==> src/rtl/fwd_irq_pkg.sv <==
package fwd_irq_pkg;

   // kind of register access decoded from the bus strobes
   typedef enum logic [1:0] {
      ACC_NONE    = 2'd0,
      ACC_CTRL_RD = 2'd1,
      ACC_STAT_RD = 2'd2,
      ACC_CTRL_WR = 2'd3
   } acc_e;

   localparam int DEF_DW          = 8;
   localparam int DEF_AW          = 4;
   localparam int DEF_SYNC_STAGES = 2;
   localparam int DEF_GIE_BIT     = 0;
   localparam int DEF_RIE_BIT     = 5;

endpackage

==> src/rtl/fwd_irq_sync.sv <==
module fwd_irq_sync #(
   parameter int   STAGES    = 2,
   parameter logic RESET_VAL = 1'b1
) (
   input  logic clk,
   input  logic rst,
   input  logic d,
   output logic q
);

   localparam int LAST = STAGES - 1;

   if (STAGES < 2) begin : g_bad_stages
      $error("fwd_irq_sync: STAGES must be at least 2");
   end

   logic [LAST:0] chain_q;

   always_ff @(posedge clk) begin
      if (rst) begin
         chain_q <= {STAGES{RESET_VAL}};
      end else begin
         chain_q <= {chain_q[LAST-1:0], d};
      end
   end

   assign q = chain_q[LAST];

endmodule

==> src/rtl/fwd_irq_edge.sv <==
module fwd_irq_edge #(
   parameter logic IDLE_VAL = 1'b1
) (
   input  logic clk,
   input  logic rst,
   input  logic lvl,
   output logic fall
);

   logic hist_q;

   always_ff @(posedge clk) begin
      if (rst) begin
         hist_q <= IDLE_VAL;
      end else begin
         hist_q <= lvl;
      end
   end

   assign fall = hist_q & ~lvl;


   single_fall_chk: assert property (@(posedge clk) disable iff (rst)
      fall |=> !fall)
      else $error("falling edge reported on two cycles in a row");

endmodule

==> src/rtl/fwd_irq_regs.sv <==
module fwd_irq_regs
   import fwd_irq_pkg::*;
#(
   parameter int             DW        = DEF_DW,
   parameter int             AW        = DEF_AW,
   parameter logic [AW-1:0]  CTRL_ADDR = 'h0,
   parameter logic [AW-1:0]  STAT_ADDR = 'h1,
   parameter int             GIE_BIT   = DEF_GIE_BIT,
   parameter int             RIE_BIT   = DEF_RIE_BIT
) (
   input  logic          clk,
   input  logic          rst,
   input  logic [AW-1:0] bus_addr,
   input  logic          bus_wr,
   input  logic          bus_rd,
   input  logic [DW-1:0] bus_wdata,
   output logic [DW-1:0] bus_rdata,
   input  logic          pend,
   output logic          en_both,
   output logic          stat_rd
);

   localparam int PAD_W = DW - 1;

   if (GIE_BIT >= DW || RIE_BIT >= DW) begin : g_bad_bits
      $error("fwd_irq_regs: enable bit outside the data word");
   end
   if (GIE_BIT == RIE_BIT) begin : g_same_bits
      $error("fwd_irq_regs: enable bits must differ");
   end
   if (CTRL_ADDR == STAT_ADDR) begin : g_same_addr
      $error("fwd_irq_regs: register addresses must differ");
   end

   acc_e          acc;
   logic [DW-1:0] ctrl_q;

   // writes take priority over a read in the same cycle
   always_comb begin
      acc = ACC_NONE;
      if (bus_wr) begin
         if (bus_addr == CTRL_ADDR) acc = ACC_CTRL_WR;
      end else if (bus_rd) begin
         if (bus_addr == CTRL_ADDR)      acc = ACC_CTRL_RD;
         else if (bus_addr == STAT_ADDR) acc = ACC_STAT_RD;
      end
   end

   always_ff @(posedge clk) begin
      if (rst) begin
         ctrl_q <= '0;
      end else if (acc == ACC_CTRL_WR) begin
         ctrl_q <= bus_wdata;
      end
   end

   always_comb begin
      unique case (acc)
         ACC_CTRL_RD: bus_rdata = ctrl_q;
         ACC_STAT_RD: bus_rdata = {{PAD_W{1'b0}}, pend};
         default:     bus_rdata = '0;
      endcase
   end

   assign en_both = ctrl_q[GIE_BIT] & ctrl_q[RIE_BIT];
   assign stat_rd = (acc == ACC_STAT_RD);


   ctrl_wr_chk: assert property (@(posedge clk) disable iff (rst)
      (bus_wr && bus_addr == CTRL_ADDR) |=> (ctrl_q == $past(bus_wdata)))
      else $error("control register did not take the written word");

endmodule

==> src/rtl/fwd_irq_ctrl.sv <==
module fwd_irq_ctrl
   import fwd_irq_pkg::*;
#(
   parameter int            DW          = DEF_DW,
   parameter int            AW          = DEF_AW,
   parameter int            SYNC_STAGES = DEF_SYNC_STAGES,
   parameter logic [AW-1:0] CTRL_ADDR   = 'h0,
   parameter logic [AW-1:0] STAT_ADDR   = 'h1,
   parameter int            GIE_BIT     = DEF_GIE_BIT,
   parameter int            RIE_BIT     = DEF_RIE_BIT
) (
   input  logic          clk,
   input  logic          rst,
   input  logic          irq_n_in,
   output logic          irq_n_out,
   input  logic [AW-1:0] bus_addr,
   input  logic          bus_wr,
   input  logic          bus_rd,
   input  logic [DW-1:0] bus_wdata,
   output logic [DW-1:0] bus_rdata
);

   logic in_sync;
   logic fall;
   logic en_both;
   logic stat_rd;
   logic pend_q;
   logic capture;

   fwd_irq_sync #(
      .STAGES    (SYNC_STAGES),
      .RESET_VAL (1'b1)
   ) u_sync (
      .clk (clk),
      .rst (rst),
      .d   (irq_n_in),
      .q   (in_sync)
   );

   fwd_irq_edge #(
      .IDLE_VAL (1'b1)
   ) u_edge (
      .clk  (clk),
      .rst  (rst),
      .lvl  (in_sync),
      .fall (fall)
   );

   fwd_irq_regs #(
      .DW        (DW),
      .AW        (AW),
      .CTRL_ADDR (CTRL_ADDR),
      .STAT_ADDR (STAT_ADDR),
      .GIE_BIT   (GIE_BIT),
      .RIE_BIT   (RIE_BIT)
   ) u_regs (
      .clk       (clk),
      .rst       (rst),
      .bus_addr  (bus_addr),
      .bus_wr    (bus_wr),
      .bus_rd    (bus_rd),
      .bus_wdata (bus_wdata),
      .bus_rdata (bus_rdata),
      .pend      (pend_q),
      .en_both   (en_both),
      .stat_rd   (stat_rd)
   );

   assign capture = fall & en_both;

   // a new event outranks a clearing read
   always_ff @(posedge clk) begin
      if (rst) begin
         pend_q <= 1'b0;
      end else if (capture) begin
         pend_q <= 1'b1;
      end else if (stat_rd) begin
         pend_q <= 1'b0;
      end
   end

   assign irq_n_out = ~(pend_q & en_both);


   capture_chk: assert property (@(posedge clk) disable iff (rst)
      (fall && en_both) |=> pend_q)
      else $error("enabled falling edge was not captured");


   clr_release_chk: assert property (@(posedge clk) disable iff (rst)
      (stat_rd && !(fall && en_both)) |=> irq_n_out)
      else $error("status read did not release the output");


   no_spurious_chk: assert property (@(posedge clk) disable iff (rst)
      (!pend_q && !(fall && en_both)) |=> !pend_q)
      else $error("flag set without an enabled falling edge");


   flag_hold_chk: assert property (@(posedge clk) disable iff (rst)
      (pend_q && !stat_rd) |=> pend_q)
      else $error("flag lost without a status read");

endmodule

==> config.mk <==
export PLATFORM = sky130hd
export DESIGN_NAME = fwd_irq_ctrl
export DESIGN_NICKNAME = d
export VERILOG_FILES = /design/src/rtl/fwd_irq_pkg.sv /design/src/rtl/fwd_irq_sync.sv /design/src/rtl/fwd_irq_edge.sv /design/src/rtl/fwd_irq_regs.sv /design/src/rtl/fwd_irq_ctrl.sv
export SDC_FILE = /design/constraint.sdc
export NUM_CORES = 1
export LEC_CHECK = 0
export ABC_AREA = 1
export BUFFER_PORTS_ARGS = -buffer_cell sky130_fd_sc_hd__buf_2
export CORE_MARGIN = 2
export CORE_UTILIZATION = 32
export CTS_BUF_LIST = sky130_fd_sc_hd__clkbuf_16
export CTS_CLUSTER_SIZE = 25
export DETAILED_ROUTE_END_ITERATION = 10
export PLACE_DENSITY_LB_ADDON = 0.12
export SETUP_SLACK_MARGIN = 0.02
export SYNTH_ARGS = -nofsm -noshare
export SYNTH_HDL_FRONTEND = slang
export SYNTH_SLANG_ARGS = --single-unit
==> constraint.sdc <==
create_clock -name clk -period 1.2 [get_ports clk]
set_input_delay 0.06 -clock clk [delete_from_list [all_inputs] [get_ports clk]]
set_output_delay 0.06 -clock clk [all_outputs]
set_load 0.05 [all_outputs]
* Word level (Yosys, flattened, before mapping)
Index checks and enable logic that the tools add are counted.
Word-level totals: register bits 12, input port bits 17
Cells by class: multiplexer cells 8, reductions and logical operators 2, bitwise gates (word level) 6, equal/unequal tests 4
Operator list (number):
- one-hot mux 8 bit (2 select lines) | 1
- two-way mux 2 bit | 5
- bitwise AND 1 bit | 4
- == test 2 bit (second input constant) | 2
- == test 4 x 1 -> 1 bit (second input constant) | 1
- zero test 4 bit | 1
- == test 2 x 1 -> 1 bit (second input constant) | 1
- two-way mux 1 bit | 2
- inverter 1 bit | 2
- nonzero test 2 bit | 1

* Depth between registers and ports, before layout
depth in word-level cells 8, mapped depth 7, depth with buffers taken out 7

* Hierarchy
From an unflattened synthesis, not the netlist that was laid out.
Unflattened totals: cell total of the unflattened synthesis 91, area, all modules 658.1 um^2
By module, submodules not included:
- fwd_irq_regs | seq. area each 160.2 um^2, cells each 72, area each 516.7 um^2, instances 1
- fwd_irq_sync | seq. area each 40.0 um^2, cells each 7, area each 58.8 um^2, instances 1
- fwd_irq_ctrl | seq. area each 20.0 um^2, cells each 6, area each 43.8 um^2, instances 1
- fwd_irq_edge | seq. area each 20.0 um^2, cells each 6, area each 38.8 um^2, instances 1

* Worst setup path after synthesis
Ideal clock, no wire load.
kind input -> output, start input port bus_addr[1], end output port bus_rdata[0], slack -713 ps, cell stages on the path 7, arrival 1853 ps, required time 1140 ps, path buffers 1, cell sequence nor2_1 nand3_2 nor2_1 ha_1 buf_4 nand2_1 a21boi_0
On the way: longest elaborated chain between the ends 7, elaborated cells on any way between the ends 10
Ends and longest elaborated chain:
- start: declaration | RTL line fwd_irq_ctrl.sv:16 | input logic [AW-1:0] bus_addr,
- == test 4 x 1 -> 1 bit | RTL line fwd_irq_regs.sv:45 | else if (bus_addr == STAT_ADDR) acc = ACC_STAT_RD;
- two-way mux 2 bit | RTL line fwd_irq_regs.sv:45
- two-way mux 2 bit | RTL line fwd_irq_regs.sv:44 | if (bus_addr == CTRL_ADDR) acc = ACC_CTRL_RD;
- two-way mux 2 bit | RTL line fwd_irq_regs.sv:43 | end else if (bus_rd) begin
- two-way mux 2 bit (*) | RTL line fwd_irq_regs.sv:41 | if (bus_wr) begin
- == test 2 bit or == test 2 x 1 -> 1 bit (tied branches) | RTL line fwd_irq_regs.sv:58 | unique case (acc)
- one-hot mux 8 bit (2 select lines) (*) | RTL line fwd_irq_regs.sv:58
- end: declaration | RTL line fwd_irq_ctrl.sv:20 | output logic [DW-1:0] bus_rdata
Mark *: on every way between the ends. The rest lies on a longest branch, timed or not.

* Worst setup path after layout
start input port bus_rd, end output port bus_rdata[0]
On the way: longest elaborated chain between the ends 4, elaborated cells on any way between the ends 5
Ends and longest elaborated chain:
- start: declaration | RTL line fwd_irq_ctrl.sv:18 | input logic bus_rd,
- two-way mux 2 bit (*) | RTL line fwd_irq_regs.sv:43
- two-way mux 2 bit (*) | RTL line fwd_irq_regs.sv:41
- == test 2 bit or == test 2 x 1 -> 1 bit (tied branches) | RTL line fwd_irq_regs.sv:58
- one-hot mux 8 bit (2 select lines) (*) | RTL line fwd_irq_regs.sv:58
Marks and branches as above.

==> impl_metrics.csv <==
group,metric,value,unit
drt,drt_pre_antenna_iters,4,
timing,finalSetupTns,0,ns
drt,routedWlPerCell,10.1,um
synthesis,top_area_cell_type_share_of_the_netlist_area,41.2,%
critical_path,cp-startpoint,"bus_rd",
clock_network,cts.path.max_buffers,2,
clock_network,htreeDepth,1,
drt,top_layer,"met4",
synthesis,synth_largest_area_cell,"dfxtp_1",
timing,report.final.setup_viol,0,
place,gpl.final_weighted_congestion,0.673,
place,place_inst,137,
min_path,holdCritStartpoint,"irq_n_in",
global_route,antenna_found_initial,0,
synthesis,synth_compound_area_share,9.01,%
global_route,grt_pass1_wl,2220,um
timing,maximum_frequency_from_static_timing_analysis,835,MHz
synthesis,synthesis.instances,82,
timing,worst_pin_slew,0.246,ns
critical_path,timing.critical_path.arrival,1.14,ns
floorplanning,placeableCoreArea,1730,um^2
synthesis,synth_mux_area_share,0,%
synthesis,async_reset_ff_share,0,%
place,place_hpwl,1010,um
synthesis,adder_cell_area_share_of_the_yosys_netlist,6.44,%
floorplanning,initial_utilization,33.8,%
timing,final_period_util,99.8,%
synthesis,synth_cell_types,18,
synthesis,largest_family_of_logic_cells_by_synthesized_area,"simple AND/OR/NAND/NOR gates",
place,place_area,788,um^2
final_layout,utilization,63.2,%
synthesis,synth-simple-area-share,30.7,%
synthesis,yosys.area_share.xor_xnor,3.00,%
final_layout,area_growth,87.1,%
clock_network,number_of_buffers_created_by_cts,3,
pwr,powerDensity,1030,nW/um^2
clock_network,tritoncts,"built",
min_path,worstHoldPathType,"input pin to flip-flop",
critical_path,cpMostUsedCell,"buf_6",
pwr,reported_leakage_power,0.000531,uW
run,max_cap_violations,0,
final_layout,drive_gt1_share,56.0,%
global_route,track_usage,15.2,%
drt,drt_drc_violations_left,0,
critical_path,critical_path.startpoint_type,"input pin",
pwr,pwr-share-comb,9.3,%
final_layout,finish.cell_count_without_fillers,141,
synthesis,ys_top_cells_by_area,"dfxtp_1 41%, nor2_1 13%, nand2_1 8.4%, inv_1 7.7%, o21ai_0 6.9%",
synthesis,synth_enable_flop_cells,0,
synthesis,dominantRegCellSynth,"dfxtp_1",
critical_path,critical_path.slowest_cell,"or2_4",
pwr,clock_power_share,54.5,%
clock_network,worst_setup_hold_path_clk_slew,0.04,ns
synthesis,syn_avg_cell_area,7.11,um^2
timing,max-slew-margin-rel,83.7,%
synthesis,synth_sequential_area_ratio,41.2,%
timing,timing.final.crit_period,1.20,ns
drt,route.layer.met1.wl,533,um
drt,drt.antenna.violating_nets,0,
critical_path,worst_ep_required_time,1.14,ns
final_layout,final_cell_area,1090,um^2
drt,detailedRoute.firstIterationViolations,6,
timing,final-hold-violation-count,0,
critical_path,end_kind,"primary output",
critical_path,critPathKind,"input pin to primary output",
synthesis,syn-cell-area,583,um^2
drt,met3RoutedLength,80,um
timing,rsz0062_at_grt,"true",
outcome,status,"complete, no violations",
clock_network,ctsHoldBuffers,0,
pwr,net-switching-power,222,uW
timing,fin_worst_hold_slack,0.00462,ns
critical_path,launch_point_of_the_worst_reg_to_reg_path,"u_regs.ctrl_q[5]",
drt,met2_wirelength,799,um
critical_path,timing.critical_path.slowest_cell_delay,0.26,ns
synthesis,most_frequent_cells_after_synthesis,"20 x nor2_1, 13 x nand2_1, 12 x dfxtp_1, 12 x inv_1, 8 x o21ai_0",
floorplanning,dieHeight,46.7,um
synthesis,synthesis.nets,102,
drt,route.detailed.vias_per_inst,4.31,
global_route,overflow,0,
clock_network,clock_root_cell,"clkbuf_16",
timing,report.final.slew_viol_count,0,
critical_path,crit_path_cell_trace,"buf_6 -> or2_4 -> nand3_4 -> nor2_4 -> ha_4 -> a21boi_4 -> buf_6",
critical_path,critPathMaxFanout,3,
final_layout,antenna_diode_count,0,
pwr,cell_internal_pwr,900,uW
floorplanning,num_io_pins,26,
clock_network,worst_skew_pair.late_latency,0.24,ns
place,io_buffer_count,25,
pwr,ir_drop,0.684,mV
floorplanning,core.rowCount,15,
synthesis,synth.ff_latch_count,12,
pwr,sequentialPowerShare,36.2,%
global_route,vias_in_the_first_global_route,556,
drt,routed-via-count,608,
synthesis,yosys.cell_count.top_type,"nor2_1",
clock_network,number_of_sinks_driven_by_the_clock_tree,12,
synthesis,yosys_warnings,0,
pwr,netSwitchingFraction,19.8,%
global_route,grt_start_max_net_pins,9,
timing,finClkSkew,0.00118,ns
floorplanning,fp.dieW,46.7,um
final_layout,net_count_reported_at_finish,137,
floorplanning,design.die.area,2180,um^2
drt,drt-total-wl,1430,um
==> layout by cell type (no fill, tap or decap) <==
master      n
nor2_1     17
buf_2      13
dfxtp_1    12
inv_2       8
o21ai_0     8
buf_6       8
nand2_2     7
buf_8       6
inv_1       5
nand2_1     5
buf_4       4
nor2_4      3
or2_2       3
ha_4        3
clkbuf_16   3
xor2_2      1
nor3_4      1
or2_4       1
nand3_1     1
xnor2_2     1
nand3_4     1
nand3b_1    1
nand2_4     1
a21boi_4    1
a21oi_1     1
clkinv_1    1
==> layout make-up <==
type                            count  area [um^2]
Fill cell                         174          636
Multi-Input combinational cell     56          417
Timing Repair Buffer               31          275
Sequential cell                    12          240
Clock buffer                        3         75.1
Inverter                           13         48.8
Tap cell                           25         31.3
Clock inverter                      1         3.75
==> stage by stage <==
step	worst slack [ns]	power (uW)
after floorplan	0.0366	441
after global placement	-0.0859	480
after detailed placement	-0.121	482
after CTS	-0.00299	1120
after global routing	-0.0367	1160
final	0.00254	1120
==> power by group through the flow <==
stage	sequential, uW	combinational, uW	clock [uW]
final	406	104	612
after global routing	407	113	637
after CTS	406	94.8	624
after detailed placement	413	68.4	0
after global placement	413	66.9	0
after floorplan	413	28.3	0
==> per-layer routing <==
layer,track usage (%),vias to the layer above
met3,4.71,2
met4,8.33,0
met1,15.3,271
met5,0,-
met2,27.2,18
li1,-,317
==> repair_timing <==
item / in CTS / in global routing
buffers inserted: 0 / 0
pin swaps: 11 / 4
gates resized for setup: 52 / 10
endpoints found under the setup margin: 8 / 8
==> worst max-delay path, delay by kind of cell <==
family                   cells  cell delay [ns]
AO/OA/AOI/OAI                1             0.16
adder cells (fa/ha/maj)      1             0.25
buffers and inverters        2             0.26
AND/OR/NAND/NOR              3             0.41
==> final timing paths <==
kind,end,slack [ns],cells after the start
setup / recovery,bus_rdata[0],0.003,7
hold / removal,u_sync.chain_q[0],0.005,2
setup reg to reg,pend_q,0.42,4
hold reg to reg,u_sync.chain_q[1],0.41,1
==> cell families (layout without fill, tap and decap cells) <==
logic type               Yosys count  count (layout)
XOR/XNOR                           2               2
buffers and inverters             14              48
flip-flops                        12              12
AND/OR/NAND/NOR                   41              41
adder cells (fa/ha/maj)            3               3
AO/OA/AOI/OAI                     10              10
==> state kept, by name, indices dropped and copies added, names as in the netlist <==
name	flops
u_edge.hist_q	1
u_regs.ctrl_q	8
pend_q	1
u_sync.chain_q	2
(Power assumes the default switching activity.)
